[config.mk]
export PLATFORM = sky130hd
export DESIGN_NAME = fpm_dram_ctrl
export DESIGN_NICKNAME = d
export VERILOG_FILES = /design/src/rtl/fpm_pkg.sv /design/src/rtl/fpm_down_timer.sv /design/src/rtl/fpm_ras_window.sv /design/src/rtl/fpm_dram_ctrl.sv
export SDC_FILE = /design/constraint.sdc
export NUM_CORES = 1
export LEC_CHECK = 0
export BUFFER_PORTS_ARGS = -buffer_cell sky130_fd_sc_hd__buf_2
export CORE_MARGIN = 5
export CORE_UTILIZATION = 36
export DETAILED_ROUTE_END_ITERATION = 6
export PLACE_DENSITY_LB_ADDON = 0.08
export SKIP_CTS_REPAIR_TIMING = 1
export SLEW_MARGIN = 10
export SYNTH_ARGS = -nofsm -noshare
export SYNTH_HDL_FRONTEND = slang
export SYNTH_SLANG_ARGS = --single-unit
[constraint.sdc]
create_clock -name clk -period 2.76 [get_ports clk]
set_clock_uncertainty 0.1 [all_clocks]
set_input_delay 0.276 -clock clk [delete_from_list [all_inputs] [get_ports clk]]
set_output_delay 0.276 -clock clk [all_outputs]
set_load 0.01 [all_outputs]
[src/rtl/fpm_pkg.sv]
package fpm_pkg;

    localparam int ROW_W  = 11;
    localparam int COL_W  = 10;
    localparam int DATA_W = 8;
    localparam int ADDR_W = ROW_W + COL_W;
    localparam int BUS_W  = (ROW_W > COL_W) ? ROW_W : COL_W;

    typedef enum logic [2:0] {
        ST_IDLE,   // row closed and precharged
        ST_ACT,    // row strobe low, waiting row-to-column delay
        ST_CASL,   // column strobe low
        ST_CASH,   // column precharge after an access
        ST_OPEN,   // row open, waiting for work
        ST_PRE,    // row strobe high, precharging
        ST_REFC,   // refresh: column strobe low first
        ST_REFR    // refresh: row strobe low
    } fsm_e;

    typedef struct packed {
        logic [ROW_W-1:0]  row;
        logic [COL_W-1:0]  col;
        logic              wr;
        logic [DATA_W-1:0] wdata;
    } acc_t;

    function automatic acc_t split_req(logic [ADDR_W-1:0] a, logic w, logic [DATA_W-1:0] d);
        acc_t r;
        r.row   = a[ADDR_W-1:COL_W];
        r.col   = a[COL_W-1:0];
        r.wr    = w;
        r.wdata = d;
        return r;
    endfunction

    function automatic int max2(int a, int b);
        return (a > b) ? a : b;
    endfunction

endpackage

[src/rtl/fpm_down_timer.sv]
module fpm_down_timer #(
    parameter int W       = 4,
    parameter int RST_VAL = 0
) (
    input  logic         clk,
    input  logic         rst,
    input  logic         load,
    input  logic [W-1:0] val,
    output logic [W-1:0] cnt,
    output logic         zero
);
    always_ff @(posedge clk) begin
        if (rst)            cnt <= W'(RST_VAL);
        else if (load)      cnt <= val;
        else if (cnt != '0) cnt <= cnt - 1'b1;
    end

    assign zero = (cnt == '0);
endmodule

[src/rtl/fpm_ras_window.sv]
module fpm_ras_window #(
    parameter int RAS_MAX = 20000,
    parameter int MARGIN  = 8
) (
    input  logic clk,
    input  logic rst,
    input  logic ras_low,
    output logic near
);
    localparam int AW    = $clog2(RAS_MAX + 1);
    localparam int LIMIT = RAS_MAX - MARGIN;

    logic [AW-1:0] age;

    always_ff @(posedge clk) begin
        if (rst || !ras_low)        age <= '0;
        else if (age != AW'(RAS_MAX)) age <= age + 1'b1;
    end

    assign near = (age >= AW'(LIMIT));
endmodule

[src/rtl/fpm_dram_ctrl.sv]
module fpm_dram_ctrl
    import fpm_pkg::*;
#(
    parameter int T_RP    = 3,
    parameter int T_RCD   = 2,
    parameter int T_CAS   = 4,
    parameter int T_CP    = 1,
    parameter int T_RAS   = 5,
    parameter int T_CSR   = 1,
    parameter int RAS_MAX = 20000
) (
    input  logic              clk,
    input  logic              rst,
    input  logic              req_valid,
    output logic              req_ready,
    input  logic              req_write,
    input  logic [ADDR_W-1:0] req_addr,
    input  logic [DATA_W-1:0] req_wdata,
    output logic              rd_valid,
    output logic [DATA_W-1:0] rd_data,
    input  logic              ref_req,
    output logic              ref_done,
    output logic [BUS_W-1:0]  dram_addr,
    output logic              dram_ras_n,
    output logic              dram_cas_n,
    output logic              dram_we_n,
    output logic              dram_oe_n,
    output logic [DATA_W-1:0] dram_dq_out,
    output logic              dram_dq_oe,
    input  logic [DATA_W-1:0] dram_dq_in
);
    localparam int TMAX   = max2(max2(max2(T_RP, T_RCD), max2(T_CAS, T_CP)), max2(T_RAS, T_CSR));
    localparam int TW     = $clog2(TMAX + 1);
    localparam int MARGIN = T_CAS + T_CP + 2;

    fsm_e            st, nx;
    acc_t            cur;
    logic            pend;
    logic            accept, hit, near, ras_low;
    logic [TW-1:0]   t_cnt;
    logic            t_zero;

    function automatic logic [TW-1:0] dur(fsm_e s);
        case (s)
            ST_ACT:  return TW'(T_RCD - 1);
            ST_CASL: return TW'(T_CAS - 1);
            ST_CASH: return TW'(T_CP - 1);
            ST_PRE:  return TW'(T_RP - 1);
            ST_REFC: return TW'(T_CSR - 1);
            ST_REFR: return TW'(T_RAS - 1);
            default: return '0;
        endcase
    endfunction

    fpm_down_timer #(.W(TW), .RST_VAL(T_RP - 1)) u_timer (
        .clk(clk), .rst(rst), .load(nx != st), .val(dur(nx)),
        .cnt(t_cnt), .zero(t_zero)
    );

    fpm_ras_window #(.RAS_MAX(RAS_MAX), .MARGIN(MARGIN)) u_window (
        .clk(clk), .rst(rst), .ras_low(ras_low), .near(near)
    );

    assign hit       = (req_addr[ADDR_W-1:COL_W] == cur.row);
    assign req_ready = !ref_req && ((st == ST_IDLE) || (st == ST_OPEN && !near));
    assign accept    = req_valid && req_ready;

    always_comb begin
        nx = st;
        unique case (st)
            ST_IDLE: if (ref_req) nx = ST_REFC;
                     else if (accept) nx = ST_ACT;
            ST_ACT:  if (t_zero) nx = ST_CASL;
            ST_CASL: if (t_zero) nx = ST_CASH;
            ST_CASH: if (t_zero) nx = ST_OPEN;
            ST_OPEN: if (ref_req || near) nx = ST_PRE;
                     else if (accept) nx = hit ? ST_CASL : ST_PRE;
            ST_PRE:  if (t_zero) nx = pend ? ST_ACT : (ref_req ? ST_REFC : ST_IDLE);
            ST_REFC: if (t_zero) nx = ST_REFR;
            ST_REFR: if (t_zero) nx = ST_PRE;
            default: nx = ST_PRE;
        endcase
    end

    always_ff @(posedge clk) begin
        if (rst) begin
            st       <= ST_PRE;
            cur      <= '0;
            pend     <= 1'b0;
            rd_valid <= 1'b0;
            rd_data  <= '0;
            ref_done <= 1'b0;
        end else begin
            st <= nx;
            if (accept) cur <= split_req(req_addr, req_write, req_wdata);
            if (accept && st == ST_OPEN && !hit) pend <= 1'b1;
            else if (st == ST_PRE && t_zero)     pend <= 1'b0;
            rd_valid <= (st == ST_CASL) && (t_cnt == TW'(1)) && !cur.wr;
            if ((st == ST_CASL) && (t_cnt == TW'(1)) && !cur.wr) rd_data <= dram_dq_in;
            ref_done <= (st == ST_REFR) && t_zero;
        end
    end

    // Pin decode from the registered state.
    assign ras_low     = (st == ST_ACT) || (st == ST_CASL) || (st == ST_CASH) ||
                         (st == ST_OPEN) || (st == ST_REFR);
    assign dram_ras_n  = !ras_low;
    assign dram_cas_n  = !((st == ST_CASL) || (st == ST_REFC) || (st == ST_REFR));
    assign dram_we_n   = !((st == ST_CASL) && cur.wr);
    assign dram_oe_n   = !((st == ST_CASL) && !cur.wr);
    assign dram_dq_oe  = (st == ST_CASL) && cur.wr;
    assign dram_dq_out = cur.wdata;

    // Row stays on the bus through the first activation cycle (row hold), column afterwards.
    always_comb begin
        if ((st == ST_ACT && t_cnt != TW'(T_RCD - 1)) || st == ST_CASL ||
            st == ST_CASH || st == ST_OPEN)
            dram_addr = BUS_W'(cur.col);
        else
            dram_addr = BUS_W'(cur.row);
    end
endmodule

==> reports/results.txt, run 1 <==
Max_cap viols: 0
PortBufs: 76
CP arrival: 2.30 ns
Crit Reg-Reg Endpoint: u_timer.cnt[1]
Mapped Area: 3077 um^2
Num CTS Buffers: 9
EDFF count, synth: 0
Synthesized flop and latch total: 62
Die area: 10,500 um^2
Share of layout cells above drive strength 1: 27.65%
Final setup fails: 0
Combinational power share: 35.5%
Fmax: 373.9 MHz
Worst Hold Path EP: rd_data[2]
Hold-critical path depth: 3
Metal-1 WL: 3492 um
N_diodes: 0
Fraction of registers with async set/reset: 0%
Root Buffer: clkbuf_8
# DRC: 0
Worst hold start: dram_dq_in[2]
Die Y: 102.4 um
DR top layer: met4
Setup CP Type: register to primary output
Slowest CP cell: or4b_4
Gr ovfl total: 0
CP Capture Type: primary output
Wire length on met2: 3429 um
Minimum clock period: 2.675 ns
Syn avg cell area: 8.183 um^2
Top Ports: 77
Synth unique cells: 47
Clock tree buffer depth: 2
Peak VDD IR: 0.2872 mV
Initial antenna violation count: 0
Internal Dissipation: 1.787 mW
First-pass GRT wire length: 12,430 um
Final WL: 7470 um
Area growth syn-to-layout: 22.41%
Clock sinks: 62
Register area: 1242 um^2
# rows: 33
Max-slew violations: 0
PwrDens: 731.2 nW/um^2
Sw frac: 35.10%
Worst-path clk slew: 0.07 ns
Sequential area share after synthesis: 40.34%
Largest net degree at the start of global routing: 36
Htree depth: 3
Total Power: 2.754 mW
Net Switching: 0.9667 mW
Post-Syn Nets: 424
DPL Wire Length: 5259 um
CP required: 2.38 ns
Worst path max stage delay: 0.51 ns
Nets: 495
Total iterations of the first detailed-routing run: 4
Post-Route Utilization: 45.61%
Post-Synthesis Cells: 376
Met3 routed WL: 434 um
Least-Margin Pin Slew: 0.4674 ns
Die W: 102.4 um
Vias/cell: 4.819
Hold Vio Cnt, Final: 0
Startpoint Class: register
Fin area: 3766 um^2
Number of global-route vias before repair: 2,602
Worst-path fanout max: 6
Fillers: 837
R2R Setup Slk: 0.17 ns
CTS tree: yes
Routability Congestion: 0.8332
Seq pwr share: 37.3%
Main synth FF type: dfxtp_1
Gr usage total: 15.16%
Worst rel slew slack: 68.77%
Latest clock arrival within the worst-skew pair: 0.34 ns
Initial Util: 37.26%
CP cell instances: o311a_1 > or4b_4 > a32oi_4 > nor2_2 > nor4_1 > buf_2
WL/cell: 13.41 um
Crit share post-route: 96.91%
Run status: completed
Unrepaired setup endpoints after global routing: true
Vias: 2,684
Clock power share: 27.2%
Reg2reg start: u_window.age[0]
Pleak: 1.566 nW
Routed Antenna Nets: 0
Worst reg-to-reg path cell count: 7
Post-DP Area: 3551 um^2
Synth warn: 0
Commonest non-fill, non-tap cell in the layout: buf_2
Type of the worst min-delay path: primary input to register
Most frequent cells in the layout: buf_2, nand2_1, dfxtp_1, nor2_1, a21oi_1
Footprint of the multi-input gates: 1697 um^2
Core area: 8258 um^2
1st-iter DRT viols: 89
kinds of logic (layout without fill, tap and decap cells):
logic type	Yosys count	count (layout)	synth area share (%)
AND/OR/NAND/NOR	162	162	24.44
AO/OA/AOI/OAI	63	63	12.81
flip-flops	62	62	40.34
buffers and inverters	37	113	5.612
XOR/XNOR	26	26	7.401
multiplexers	20	20	6.954
adder cells (fa/ha/maj)	6	6	2.440
flip-flops by register name, indices dropped and copies added (netlist names):
signal,flops
u_window.age,15
dram_dq_out,8
u_timer.cnt,3
ref_done,1
cur,22
st,3
rd_data,8
rd_valid,1
pend,1
routing by layer:
layer | up-vias | GRT usage (%)
li1 | 1402 | -
met1 | 1225 | 18.90
met2 | 49 | 24.13
met3 | 8 | 5.188
met4 | 0 | 5.752
met5 | - | 0
per-stage QoR:
stage	setup slack [ns]	hold WS [ns]	std cells	TNS (ns)
5_1_grt	-0.02629	0.05198	557	-0.02629
6_report	0.08534	0.06448	557	0
3_5_place_dp	0.1464	0.3428	541	0
3_3_place_gp	0.1793	0.3411	541	0
2_1_floorplan	0.3068	0.3120	376	0
4_1_cts	-0.1751	0.04848	557	-0.1751
final cells by class:
| type | instances | share of cell area [%] |
|---|---|---|
| Sequential cell | 62 | 32.99 |
| Tap cell | 105 | 3.488 |
| Timing Repair Buffer | 86 | 12.43 |
| Clock buffer | 13 | 4.485 |
| Inverter | 11 | 1.096 |
| Clock inverter | 3 | 0.4651 |
| Multi-Input combinational cell | 277 | 45.05 |
critical path, delay by kind of cell, from the launching register on:
| kind | cells | cell delay, ns |
|---|---|---|
| and+or+nand+nor | 3 | 0.77 |
| AOI/OAI and AO/OA | 2 | 0.67 |
| DFF | 1 | 0.35 |
| buffers and inverters | 1 | 0.18 |
cell usage after synthesis, types with 2 or more instances:
library cell	n	area, um^2
and2_1	2	12.51
mux2i_1	9	90.09
clkbuf_1	13	48.80
nand2_1	75	281.5
a32oi_1	2	17.52
or3_1	5	31.28
nor2_1	38	142.6
buf_4	8	60.06
buf_1	2	7.510
xnor2_1	17	148.9
a211o_1	2	17.52
nor3b_1	4	30.03
or2_2	3	18.77
xor2_1	9	78.83
dfxtp_1	62	1241
mux2_2	11	123.9
nor4_1	4	25.02
nand3_1	9	45.04
o21ai_0	8	40.04
inv_1	11	41.29
nand2b_1	4	25.02
nor4b_1	3	26.28
nand4_1	5	31.28
ha_1	6	75.07
a211oi_1	3	22.52
nor2b_1	3	18.77
a21oi_1	36	180.2
buf_2	3	15.01
worst max-delay path by stage:
| stage | from | endpoint | slack [ns] | depth (start not counted) |
|---|---|---|---|---|
| 2_1_floorplan | u_window.age[0] | u_timer.cnt[1] | 0.31 | 7 |
| 3_3_place_gp | u_window.age[0] | u_timer.cnt[2] | 0.18 | 7 |
| 3_5_place_dp | u_window.age[0] | u_timer.cnt[2] | 0.15 | 7 |
| 4_1_cts | u_window.age[0] | req_ready | -0.18 | 6 |
| 5_1_grt | u_window.age[0] | req_ready | -0.03 | 6 |
| 6_report | u_window.age[0] | req_ready | 0.09 | 6 |
power by group through the flow:
stage          clock network, mW  logic [mW]  registers, mW
4_1_cts                    0.781       0.986           1.03
3_3_place_gp                   0       0.980           1.04
3_5_place_dp                   0       0.976           1.05
6_report                   0.750       0.976           1.03
2_1_floorplan                  0       0.715           1.03
5_1_grt                    0.821        1.09           1.04
(Power assumes the default switching activity.)
==> inputs of run 2 (changes only) <==
--- a/config.mk
+++ b/config.mk
@@ -7,7 +7,7 @@
 export LEC_CHECK = 0
 export BUFFER_PORTS_ARGS = -buffer_cell sky130_fd_sc_hd__buf_2
 export CORE_MARGIN = 5
-export CORE_UTILIZATION = 36
+export CORE_UTILIZATION = 53
 export DETAILED_ROUTE_END_ITERATION = 6
 export PLACE_DENSITY_LB_ADDON = 0.08
 export SKIP_CTS_REPAIR_TIMING = 1
==> run 2 against run 1 <==
Against the previous run: global-route usage up 4.7 points; hold slack gained 0.017 ns; sequential cell count unchanged; critical path depth increased by 1; largest power group unchanged.
==> reports/results.txt, run 2 (same netlist as run 1, synthesis figures left out) <==
Peak VDD IR: 0.4026 mV (+40%)
PortBufs: 76 (unchanged)
Final WL: 7034 um (-5.8%)
Worst rel slew slack: 69.07% (+0.30 points)
Top Ports: 77 (unchanged)
Least-Margin Pin Slew: 0.4608 ns (-0.006577 ns)
Gr ovfl total: 0 (unchanged)
Total Power: 2.813 mW (+2.1%)
Pleak: 1.594 nW (+1.8%)
Met3 routed WL: 389 um (-10%)
Slowest CP cell: or4b_4
Place WS: 0.1522 ns (+0.005836 ns)
Number of global-route vias before repair: 2,714 (+4.3%)
Fin cells: 527 (-5.4%)
Startpoint Class: register
Wire length on met2: 3501 um (+2.1%)
Reg2reg start: u_window.age[2]
Initial Util: 55.20% (+18 points)
CP cell instances: o311a_1 > or4b_4 > a32oi_1 > buf_4 > nor2_4 > nor4_4 > buf_2
Worst reg-to-reg path cell count: 9 (+2)
Die Y: 86.19 um (-16%)
Most frequent cells in the layout: buf_2, nand2_1, dfxtp_1, nor2_1, a21oi_1
Worst-path fanout max: 6 (unchanged)
Htree depth: 3 (unchanged)
CP Capture Type: primary output
PwrDens: 744.6 nW/um^2 (+1.8%)
Max FFs per register: 22 (unchanged)
Crit Reg-Reg Endpoint: u_timer.cnt[2]
Final setup fails: 0 (unchanged)
Initial antenna violation count: 0 (unchanged)
DPL Wire Length: 5033 um (-4.3%)
# DRC: 0 (unchanged)
Die W: 86.19 um (-16%)
R2R Setup Slk: 0.12 ns (-0.05 ns)
Share of layout cells above drive strength 1: 28.35% (+0.70 points)
Nets: 499 (+0.81%)
Worst Setup EP: req_ready
Biggest regs: cur: 22 flops, u_window.age: 15 flops
Post-Place Cells: 509 (-5.9%)
Worst-path clk slew: 0.07 ns (about the same)
Worst path max stage delay: 0.54 ns (+0.03 ns)
First-pass GRT wire length: 11,960 um (-3.8%)
WL/cell: 13.35 um (-0.48%)
Run status: completed
Crit path from: u_window.age[2]
Root Buffer: clkbuf_8
Vias/cell: 5.207 (+8.1%)
Vias: 2,744 (+2.2%)
Core area: 5574 um^2 (-32%)
Unrepaired setup endpoints after global routing: true
Largest net degree at the start of global routing: 32 (-11%)
Hold Vio Cnt, Final: 0 (unchanged)
CP required: 2.38 ns (about the same)
Commonest non-fill, non-tap cell in the layout: buf_2
Metal-1 WL: 3104 um (-11%)
Max_cap viols: 0 (unchanged)
Num CTS Buffers: 9 (unchanged)
Crit share post-route: 98.68% (+1.8 points)
Area growth syn-to-layout: 22.77%
Max-slew violations: 0 (unchanged)
Fmax: 367.2 MHz (-1.8%)
Clock sinks: 62 (unchanged)
Setup CP Type: register to primary output
N_diodes: 0 (unchanged)
Largest Register: cur
Total iterations of the first detailed-routing run: 4 (unchanged)
Setup ws final: 0.03651 ns (-0.04883 ns)
Gr usage total: 19.90% (+4.7 points)
Routability Congestion: 0.8897 (+6.8%)
Clock tree buffer depth: 2 (unchanged)
Die area: 7429 um^2 (-29%)
Type of the worst min-delay path: primary input to register
CTS tree: yes
Latest clock arrival within the worst-skew pair: 0.32 ns (-0.02 ns)
Routed Antenna Nets: 0 (unchanged)
# rows: 27 (-18%)
CP arrival: 2.35 ns (+0.05 ns)
Minimum clock period: 2.723 ns (+0.04883 ns)
1st-iter DRT viols: 132 (+48%)
DR top layer: met4
==> run 2: area by class of cell <==
cell class	count	area, um^2
inverter	11	41.29
clock buffer	11	141.4
tap	72	90.09
multi-input combinational	277	1698
sequential	62	1249
clock inverter	4	47.55
timing repair buffer	90	510.5
fill	505	1797
==> run 2: routing by layer <==
layer  global-route usage, %  up-vias
met5                       0        -
met4                   8.074        0
met3                   5.133        4
met2                   34.06       68
met1                   23.72     1263
li1                        -     1409
==> run 2: metrics by stage <==
| step | TNS (ns) | hold slack (ns) | utilization [%] | area, um^2 |
|---|---|---|---|---|
| final | 0 | 0.08188 | 67.77 | 3777 |
| after global routing | -0.07789 | 0.05930 | 67.77 | 3777 |
| after CTS | -0.08182 | 0.06105 | 66.71 | 3719 |
| after detailed placement | 0 | 0.3432 | 63.32 | 3530 |
| after global placement | 0 | 0.3386 | 63.32 | 3530 |
| after floorplan | 0 | 0.3120 | - | 3077 |
==> run 2: report_power, final <==
group          switching (mW)  internal, mW  total, mW
Combinational           0.573         0.448       1.02
Clock                   0.323         0.434      0.757
Sequential             0.0650         0.970       1.04
Total                   0.961          1.85       2.81
==> run 2: worst min path at each step <==
stage | endpoint | startpoint | cells past startpoint | slack [ns]
6_report | rd_data[4] | dram_dq_in[4] | 3 | 0.08
3_3_place_gp | dram_dq_out[3] | dram_dq_out[3] | 2 | 0.34
5_1_grt | cur[17] | req_addr[8] | 3 | 0.06
3_5_place_dp | dram_dq_out[5] | dram_dq_out[5] | 2 | 0.34
2_1_floorplan | cur[10] | req_addr[1] | 2 | 0.31
4_1_cts | rd_data[4] | dram_dq_in[4] | 3 | 0.06
==> run 2: critical path, delay by kind of cell, from the launching register on <==
| family | cells | cell delay, ns |
|---|---|---|
| AND/OR/NAND/NOR | 3 | 0.80 |
| AO/OA/AOI/OAI | 2 | 0.55 |
| flip-flops | 1 | 0.36 |
| buffers and inverters | 2 | 0.33 |
